<file path="src/rtl/sdram_init_pkg.sv">
package sdram_init_pkg;
  typedef enum logic [1:0] {
    CMD_NOP,
    CMD_PRE,
    CMD_REF,
    CMD_LMR
  } sdi_cmd_e;

  typedef enum logic [3:0] {
    ST_PAUSE,
    ST_PRE,
    ST_WAIT_RP,
    ST_REF,
    ST_WAIT_RC,
    ST_LMR,
    ST_WAIT_MRD,
    ST_NORMAL,
    ST_FAULT
  } sdi_state_e;

  // {ras_n, cas_n, we_n}
  localparam logic [2:0] PINS_NOP = 3'b111;
  localparam logic [2:0] PINS_PRE = 3'b010;
  localparam logic [2:0] PINS_REF = 3'b001;
  localparam logic [2:0] PINS_LMR = 3'b000;
endpackage

</file>
<file path="src/rtl/sdi_geometry.sv">
module sdi_geometry (
  input  logic [3:0] col_bits,
  input  logic [4:0] row_bits,
  input  logic [1:0] bank_bits,
  input  logic       bus16,
  output logic [1:0] col_code,
  output logic [1:0] row_code,
  output logic       bank_code,
  output logic [5:0] size_log2
);
  logic [3:0] col_m;
  logic [4:0] row_m;
  logic [1:0] bank_m;

  always_comb begin
    col_m     = col_bits - 4'd8;
    row_m     = row_bits - 5'd11;
    bank_m    = bank_bits - 2'd1;
    col_code  = col_m[1:0];
    row_code  = row_m[1:0];
    bank_code = bank_m[0];
    size_log2 = 6'(row_bits) + 6'(col_bits) + 6'(bank_bits) + (bus16 ? 6'd1 : 6'd2);
  end
endmodule

</file>
<file path="src/rtl/sdi_refresh_timer.sv">
module sdi_refresh_timer #(
  parameter int PER_W = 16
) (
  input  logic             clk,
  input  logic             rst_n,
  input  logic             run,
  input  logic [PER_W-1:0] period,
  input  logic             ack,
  output logic             req
);
  logic [PER_W-1:0] tcnt;
  logic             expire;

  assign expire = run && (tcnt <= PER_W'(1));

  always_ff @(posedge clk or negedge rst_n) begin
    if (!rst_n) begin
      tcnt <= '0;
      req  <= 1'b0;
    end else begin
      if (!run || expire) tcnt <= period;
      else                tcnt <= tcnt - PER_W'(1);
      if (expire)   req <= 1'b1;
      else if (ack) req <= 1'b0;
    end
  end
endmodule

</file>
<file path="src/rtl/sdi_cmd_drive.sv">
module sdi_cmd_drive
  import sdram_init_pkg::*;
#(
  parameter int ADDR_W = 13,
  parameter int BA_W   = 2
) (
  input  logic              clk,
  input  logic              rst_n,
  input  sdi_cmd_e          cmd,
  input  logic [2:0]        cas_lat,
  input  logic              normal,
  input  logic              fault,
  output logic              cke,
  output logic              cs_n,
  output logic              ras_n,
  output logic              cas_n,
  output logic              we_n,
  output logic [ADDR_W-1:0] addr,
  output logic [BA_W-1:0]   ba,
  output logic              done,
  output logic              err
);
  logic [2:0]        pins_d;
  logic [ADDR_W-1:0] addr_d;

  always_comb begin
    pins_d = PINS_NOP;
    addr_d = '0;
    unique case (cmd)
      CMD_PRE: begin
        pins_d     = PINS_PRE;
        addr_d[10] = 1'b1;
      end
      CMD_REF: pins_d = PINS_REF;
      CMD_LMR: begin
        pins_d       = PINS_LMR;
        addr_d[6:4]  = cas_lat;
      end
      default: pins_d = PINS_NOP;
    endcase
  end

  always_ff @(posedge clk or negedge rst_n) begin
    if (!rst_n) begin
      cke                  <= 1'b1;
      cs_n                 <= 1'b0;
      {ras_n, cas_n, we_n} <= PINS_NOP;
      addr                 <= '0;
      ba                   <= '0;
      done                 <= 1'b0;
      err                  <= 1'b0;
    end else begin
      cke                  <= 1'b1;
      cs_n                 <= 1'b0;
      {ras_n, cas_n, we_n} <= pins_d;
      addr                 <= addr_d;
      ba                   <= '0;
      done                 <= normal;
      err                  <= fault;
    end
  end
endmodule

</file>
<file path="src/rtl/sdram_init_seq.sv">
module sdram_init_seq
  import sdram_init_pkg::*;
#(
  parameter int CLK_HZ   = 100_000_000,
  parameter int PAUSE_US = 200,
  parameter int ADDR_W   = 13,
  parameter int BA_W     = 2,
  parameter int TW       = 4,
  parameter int PER_W    = 16,
  parameter int NUM_REF  = 8
) (
  input  logic              clk,
  input  logic              rst_n,
  input  logic [3:0]        cfg_col_bits,
  input  logic [4:0]        cfg_row_bits,
  input  logic [1:0]        cfg_bank_bits,
  input  logic              cfg_bus16,
  input  logic [2:0]        cfg_cas_lat,
  input  logic [TW-1:0]     cfg_t_rp,
  input  logic [TW-1:0]     cfg_t_rc,
  input  logic [TW-1:0]     cfg_t_mrd,
  input  logic [PER_W-1:0]  cfg_ref_period,
  input  logic              ref_ack,
  output logic              sd_cke,
  output logic              sd_cs_n,
  output logic              sd_ras_n,
  output logic              sd_cas_n,
  output logic              sd_we_n,
  output logic [ADDR_W-1:0] sd_addr,
  output logic [BA_W-1:0]   sd_ba,
  output logic              init_done,
  output logic              ref_req,
  output logic              cfg_error,
  output logic [1:0]        col_code,
  output logic [1:0]        row_code,
  output logic              bank_code,
  output logic [5:0]        mem_size_log2
);
  localparam int PAUSE_CYC = ((CLK_HZ / 1000) * PAUSE_US + 999) / 1000;
  localparam int PCW       = $clog2(PAUSE_CYC + 1);
  localparam int CNT_W     = (PCW > TW + 2) ? PCW : TW + 2;
  localparam int RCW       = $clog2(NUM_REF + 1);

  sdi_state_e       state;
  logic [CNT_W-1:0] cnt;
  logic [RCW-1:0]   nref;
  logic [CNT_W:0]   cnt_nxt;
  logic             pause_end;
  logic             rp_met, rc_met, mrd_met;
  sdi_cmd_e         cmd;

  assign cnt_nxt   = {1'b0, cnt} + (CNT_W+1)'(1);
  assign pause_end = {1'b0, cnt} >= (CNT_W+1)'(PAUSE_CYC - 1);
  assign rp_met    = cnt_nxt >= (CNT_W+1)'(cfg_t_rp);
  assign rc_met    = cnt_nxt >= (CNT_W+1)'(cfg_t_rc);
  assign mrd_met   = cnt_nxt >= ((CNT_W+1)'(cfg_t_mrd) + (CNT_W+1)'(3));

  always_ff @(posedge clk or negedge rst_n) begin
    if (!rst_n) begin
      state <= ST_PAUSE;
      cnt   <= '0;
      nref  <= '0;
    end else begin
      unique case (state)
        ST_PAUSE: begin
          if (pause_end) begin
            state <= (cfg_ref_period == '0) ? ST_FAULT : ST_PRE;
            cnt   <= '0;
          end else begin
            cnt <= cnt_nxt[CNT_W-1:0];
          end
        end
        ST_PRE: begin
          state <= ST_WAIT_RP;
          cnt   <= CNT_W'(1);
        end
        ST_WAIT_RP: begin
          if (rp_met) state <= ST_REF;
          else        cnt   <= cnt_nxt[CNT_W-1:0];
        end
        ST_REF: begin
          state <= ST_WAIT_RC;
          cnt   <= CNT_W'(1);
          nref  <= nref + RCW'(1);
        end
        ST_WAIT_RC: begin
          if (rc_met) state <= (nref == RCW'(NUM_REF)) ? ST_LMR : ST_REF;
          else        cnt   <= cnt_nxt[CNT_W-1:0];
        end
        ST_LMR: begin
          state <= ST_WAIT_MRD;
          cnt   <= CNT_W'(1);
        end
        ST_WAIT_MRD: begin
          if (mrd_met) state <= ST_NORMAL;
          else         cnt   <= cnt_nxt[CNT_W-1:0];
        end
        ST_NORMAL: state <= ST_NORMAL;
        default:   state <= ST_FAULT;
      endcase
    end
  end

  always_comb begin
    unique case (state)
      ST_PRE:  cmd = CMD_PRE;
      ST_REF:  cmd = CMD_REF;
      ST_LMR:  cmd = CMD_LMR;
      default: cmd = CMD_NOP;
    endcase
  end

  sdi_cmd_drive #(.ADDR_W(ADDR_W), .BA_W(BA_W)) u_drive (
    .clk     (clk),
    .rst_n   (rst_n),
    .cmd     (cmd),
    .cas_lat (cfg_cas_lat),
    .normal  (state == ST_NORMAL),
    .fault   (state == ST_FAULT),
    .cke     (sd_cke),
    .cs_n    (sd_cs_n),
    .ras_n   (sd_ras_n),
    .cas_n   (sd_cas_n),
    .we_n    (sd_we_n),
    .addr    (sd_addr),
    .ba      (sd_ba),
    .done    (init_done),
    .err     (cfg_error)
  );

  sdi_refresh_timer #(.PER_W(PER_W)) u_rtimer (
    .clk    (clk),
    .rst_n  (rst_n),
    .run    (init_done),
    .period (cfg_ref_period),
    .ack    (ref_ack),
    .req    (ref_req)
  );

  sdi_geometry u_geom (
    .col_bits  (cfg_col_bits),
    .row_bits  (cfg_row_bits),
    .bank_bits (cfg_bank_bits),
    .bus16     (cfg_bus16),
    .col_code  (col_code),
    .row_code  (row_code),
    .bank_code (bank_code),
    .size_log2 (mem_size_log2)
  );
endmodule

</file>
<file path="config.mk">
export PLATFORM = sky130hd
export DESIGN_NAME = sdram_init_seq
export DESIGN_NICKNAME = d
export VERILOG_FILES = /design/src/rtl/sdram_init_pkg.sv /design/src/rtl/sdi_geometry.sv /design/src/rtl/sdi_refresh_timer.sv /design/src/rtl/sdi_cmd_drive.sv /design/src/rtl/sdram_init_seq.sv
export SDC_FILE = /design/constraint.sdc
export NUM_CORES = 1
export LEC_CHECK = 0
export ABC_CLOCK_PERIOD_IN_PS = 3900
export BUFFER_PORTS_ARGS = -buffer_cell sky130_fd_sc_hd__buf_2
export CAP_MARGIN = 20
export CORE_MARGIN = 10
export CORE_UTILIZATION = 55
export CTS_BUF_LIST = sky130_fd_sc_hd__clkbuf_8
export CTS_CLUSTER_DIAMETER = 150
export DETAILED_ROUTE_END_ITERATION = 8
export HOLD_SLACK_MARGIN = 0.12
export PLACE_DENSITY = 0.82
export SLEW_MARGIN = 25
export SYNTH_ARGS = -nofsm -noshare
export SYNTH_HDL_FRONTEND = slang
export SYNTH_HIERARCHICAL = 1
export SYNTH_SLANG_ARGS = --single-unit
</file>
<file path="constraint.sdc">
create_clock -name clk -period 3.9 [get_ports clk]
set_input_delay 0 -clock clk [delete_from_list [all_inputs] [get_ports clk]]
set_output_delay 0 -clock clk [all_outputs]
set_load 0.03 [all_outputs]
</file>
* After elaboration in Yosys (flattened, before gate mapping) *
Cells that the tools add are included.

word-level totals
  bits in registers = 49
  bits of input ports = 46
  output and inout port bits = 34
  logic and storage cells = 75

cells by class
  $add $sub $neg = 10
  $lt $le $gt $ge = 5
  equal/unequal tests = 19
  mux-type cells = 20
  reductions and logical operators = 10

operator list
  cell                                                                                number
  15-bit one-hot mux with 5 select lines                                              1
  15-bit 2-to-1 mux                                                                   4
  16-bit by 4-bit >= comparator with 1-bit output                                     2
  4-bit one-hot mux with 8 select lines                                               1
  4-bit 2-to-1 mux                                                                    5
  15-bit by 1-bit adder with 16-bit output (second input constant)                    1
  4-bit by 3-bit equality test with 1-bit output (second input constant)              4
  16-bit by 5-bit >= comparator with 1-bit output                                     1
  16-bit by 1-bit less-or-equal comparator with 1-bit output (second input constant)  1
  16-bit zero test                                                                    1
  16-bit 2-to-1 mux                                                                   1
  16-bit by 1-bit subtractor with 16-bit output (second input constant)               1
  15-bit >= comparator (second input constant)                                        1
  2-bit != test (second input constant)                                               7
  3-bit one-hot mux with 3 select lines                                               1
  4-bit by 2-bit equality test with 1-bit output (second input constant)              2
  4-bit equality test (second input constant)                                         2
  4-bit AND reduction                                                                 2
  5-bit by 4-bit adder with 6-bit output                                              1
  6-bit by 2-bit adder with 6-bit output                                              1
  6-bit adder                                                                         1
  3-bit 2-to-1 mux                                                                    2
  2-bit one-hot mux with 3 select lines                                               1
  4-bit by 2-bit adder with 5-bit output (second input constant)                      1
  16 further kinds                                                                    19

* Depth between registers and ports, before layout *
  depth after elaboration = 4
  depth in mapped cells = 12
  depth with buffers taken out = 11

* By module *
The synthesis kept the hierarchy.

by module, submodules not included
  module             instances  cells an instance  area each (sq um)  seq. area each (sq um)
  sdram_init_seq     1          255                2,128.3            575.6
  sdi_refresh_timer  1          97                 905.9              425.4
  sdi_cmd_drive      1          31                 370.4              229.0
  sdi_geometry       1          38                 339.1              0.0

* Worst setup path before layout *
OpenSTA, ideal clock, no wires.

  path type = register to register
  from = register cnt[0]
  to = register cnt[9]
  arrival time = 2.679 ns
  path slack = 1.085 ns
  stages on the path, launching flop included = 13
  buffers on the path = 2
  cell sequence = dfrtp_1 > and2_1 > clkbuf_1 > nand2_1 > xnor2_1 > ha_1 > o211ai_1 > o21ai_0 > a221oi_1 > o211ai_1 > clkbuf_1 > o31ai_1 > o41ai_2

between the ends
  word-level cells in the longest chain between the ends = 4
  elaborated cells on any way between the ends = 14

ends and longest elaborated chain
  element                                                                        line                  text
  start: declaration                                                             sdram_init_seq.sv:45  logic [CNT_W-1:0] cnt;
  start signal: assignment                                                       sdram_init_seq.sv:70  cnt <= cnt_nxt[CNT_W-1:0];
  start signal: assignment                                                       sdram_init_seq.sv:79  else cnt <= cnt_nxt[CNT_W-1:0];
  start signal: assignment                                                       sdram_init_seq.sv:88  else cnt <= cnt_nxt[CNT_W-1:0];
  15-bit by 1-bit adder with 16-bit output                                       sdram_init_seq.sv:52  assign cnt_nxt = {1'b0, cnt} + (CNT_W+1)'(1);
  16-bit by 5-bit >= comparator with 1-bit output, or another cell as far along  sdram_init_seq.sv:56  assign mrd_met = cnt_nxt >= ((CNT_W+1)'(cfg_t_mrd) + (CNT_W+1)'(3));
  2-bit != test (no line)                                                        n/a
  4-bit AND reduction (no line)                                                  n/a

Several ways; a longest one is shown, not always the timed one. The select of a mux whose other input is x is not followed.
A chain may end at the register's enable or synchronous reset.

* Worst setup path after layout *
Ends and elaborated chain as after synthesis.

==> flow_summary.yaml <==
cts:
  clk_latency_ps: 300
  cts_tree: "done"
  cts.sinks: 49
  holdBufCountCts: 21
  post-cts-setup-buffer-count: 0
  cts_max_path_buffers: 2
  numCtsBuffers: 5
  htreeDepth: 2
  clk_pin_slew_ps: 100
  cts-root-buf: "clkbuf_8"
  cts_resized: 0
cells_and_area:
  area_delta_synth_final_pct: 15.6
  drive_above_1_share_pct: 19.9
  fin_nets: 571
  diodes: 0
  final_cells: 573
  n_fill_cell: 536
timing:
  max_freq_mhz: 323
  setup-violations-final: 0
  grt_setup_unrepaired: "false"
  setup_slack_ps: 808
  hold_violations: 0
  fin_skew_ps: 6.55
  slew_violations: 0
  fin_crit_sh_pct: 79.3
  fin_crit_ps: 3090
  worst_pin_slew_ps: 709
  slew_headroom_pct: 52.5
  finalSetupTns_ps: 0
drt:
  vias_per_cell: 5.76
  drc: 0
  ant_nets: 0
  drt-initial-drc-count: 252
  wire_per_inst_um: 15.5
  finalWirelength_mm: 8.89
  firstDrtPassIters: 5
  vias: 3303
power_and_ir_drop:
  p_leak_nw: 2.11
  pwr_density_cell_mw_per_mm2: 520
  max-vdd-ir-drop_mv: 0.311
placement:
  place.gp.congestion: 0.905
  hpwl_mm: 6.37
  portBuffers: 66
  numPlacedInstances: 543
  pre_cts_ws_ps: 856
yosys:
  ys_types: 65
  synth_area_mm2: 0.00374
  yosysWarnings: 6
  synth_area_per_cell_um2: 8.89
  synth_top_cells_by_count: "46 x dfrtp_1, 38 x nand2_1, 36 x nor2_1, 30 x inv_1, 29 x ha_1"
  synth_edf_count: 0
  synthTopCellsByArea: "dfrtp_1 31%, ha_1 9.7%, xnor2_1 4.2%"
  yosys_most_used_dff: "dfrtp_1"
  synth.ff_latch_count: 49
  synth_area_leader_cell: "dfrtp_1"
  postSynthCellCount: 421
  yosysSeqAreaShare_pct: 32.9
  synth-async-reset-ratio_pct: 100
  synth_top_area_share_pct: 30.7
  synth_most_common_cell: "dfrtp_1"
grt:
  grt_max_degree: 50
  antenna_found_initial: 0
  met1_usage_pct: 21.5
  track_usage_pct: 16.8
  grt_util_met3_pct: 3.69
  grt_overflow_total: 0
  grtUsageMet2_pct: 27.7
  grt_pass1_vias: 3251
  grt-busiest-layer: "met2"
  grt_pass1_wl_mm: 14.7
setup_path:
  crit_fanout: 14
  crit_required_ps: 4080
  worstSetupStartpoint: "cnt[0]"
  crit_arrival_ps: 3270
  critPathCaptureType: "flip-flop"
  worstSetupPathType: "reg -> reg"
  worstReg2RegStart: "cnt[0]"
  start_kind: "flip-flop"
flow_run:
  max_cap_viol_count: 0
floorplan:
  die_height_um: 103
  core_mm2: 0.00672
  initial_core_util_pct: 55.7
  die-area_mm2: 0.0105
  die_w_um: 103
  row_count: 30
  io_pins: 80
worst_hold_path:
  min_from: "cfg_col_bits[1]"
  hold_class: "in -> out"
status:
  status: "finished, final reports clean"
path summary, 6_finish.rpt:
check / end / slack, ps / cells past startpoint
max in group asynchronous: u_rtimer/tcnt[14] / 3160 / 3
max: cnt[9] / 810 / 10
min: col_code[1] / 270 / 2
max reg2reg: cnt[9] / 810 / 10
min reg2reg: nref[3] / 480 / 1
min in group asynchronous: cnt[10] / 320 / 3
critical path: stages (launching register included):
cell      delay (ps)
dfrtp_1          520
and2_1           290
nand2_1           90
xnor2_1          390
ha_1             320
a21boi_0         160
a221oi_1         380
o211ai_1         150
buf_4            220
o31ai_1          320
o41ai_2          120
registers in the layout, summed over array words and instances, names as in the netlist:
signal / count
cnt: 15
u_drive/we_n: 1
u_rtimer/req: 1
u_drive/done: 1
u_drive/err: 1
u_drive/cas_n: 1
u_rtimer/tcnt: 16
state: 4
nref: 4
u_drive/addr: 4
u_drive/ras_n: 1
metal layers:
layer  wire [µm]  part of all wire, %  vias to the layer above
met5           0                    0                        -
met4         134                  1.5                        0
met3         565                  6.4                       17
met2        4290                   48                      140
met1        3910                   44                     1552
li1            -                    -                     1594
cell type report:
type / count / area [µm²] / share of cell area [%]
timing repair buffer: 90 / 567 / 13.1
multi-input combinational: 315 / 2200 / 50.9
clock buffer: 5 / 68.8 / 1.59
inverter: 31 / 118 / 2.72
sequential: 49 / 1230 / 28.4
tap: 80 / 100 / 2.31
clock inverter: 3 / 43.8 / 1.01
metrics by stage:
stage	instance area [µm²]	total power [mW]	hold slack, ps	utilization (%)
3_5_place_dp	3990	1.86	147	59.4
5_1_grt	4330	2.43	276	64.4
4_1_cts	4320	2.25	272	64.2
3_3_place_gp	3990	1.81	141	59.4
6_report	4330	2.25	271	64.4
2_1_floorplan	3780	1.62	-296	-
placed cells by master, fill, tap and decap left out, types with 4 or more instances in the layout:
cell type      count
a21o_1             4
a21oi_1           13
a31oi_1            4
and3_1             9
buf_2             66
clkbuf_8           5
conb_1            13
dfrtp_1           46
dlygate4sd3_1     21
fa_1               4
ha_1              29
inv_1             30
nand2_1           38
nand2b_1           6
nand3_1            9
nand4_1            4
nor2_1            36
nor3_1            11
nor4_1             5
o21ai_0           23
o31ai_1           19
xnor2_1           18
xor2_1             9
where the power goes:
group,internal [mW],switching (mW)
Sequential,0.616,0.144
Clock,0.192,0.180
Combinational,0.434,0.684
Total,1.24,1.01
cells by family (layout without fill, tap and decap cells):
| logic type | after synthesis | in the layout | share of synthesized area (%) |
|---|---|---|---|
| AND/OR/NAND/NOR | 136 | 136 | 18.7 |
| other | 2 | 13 | 0.201 |
| XOR/XNOR | 27 | 27 | 6.32 |
| buffers and inverters | 68 | 129 | 9.46 |
| adder cells (fa/ha/maj) | 33 | 33 | 11.8 |
| flip-flops | 49 | 49 | 32.9 |
| AO/OA/AOI/OAI | 101 | 101 | 19.2 |
| multiplexers | 5 | 5 | 1.44 |
Note: power is estimated with default switching activity, not from simulation.
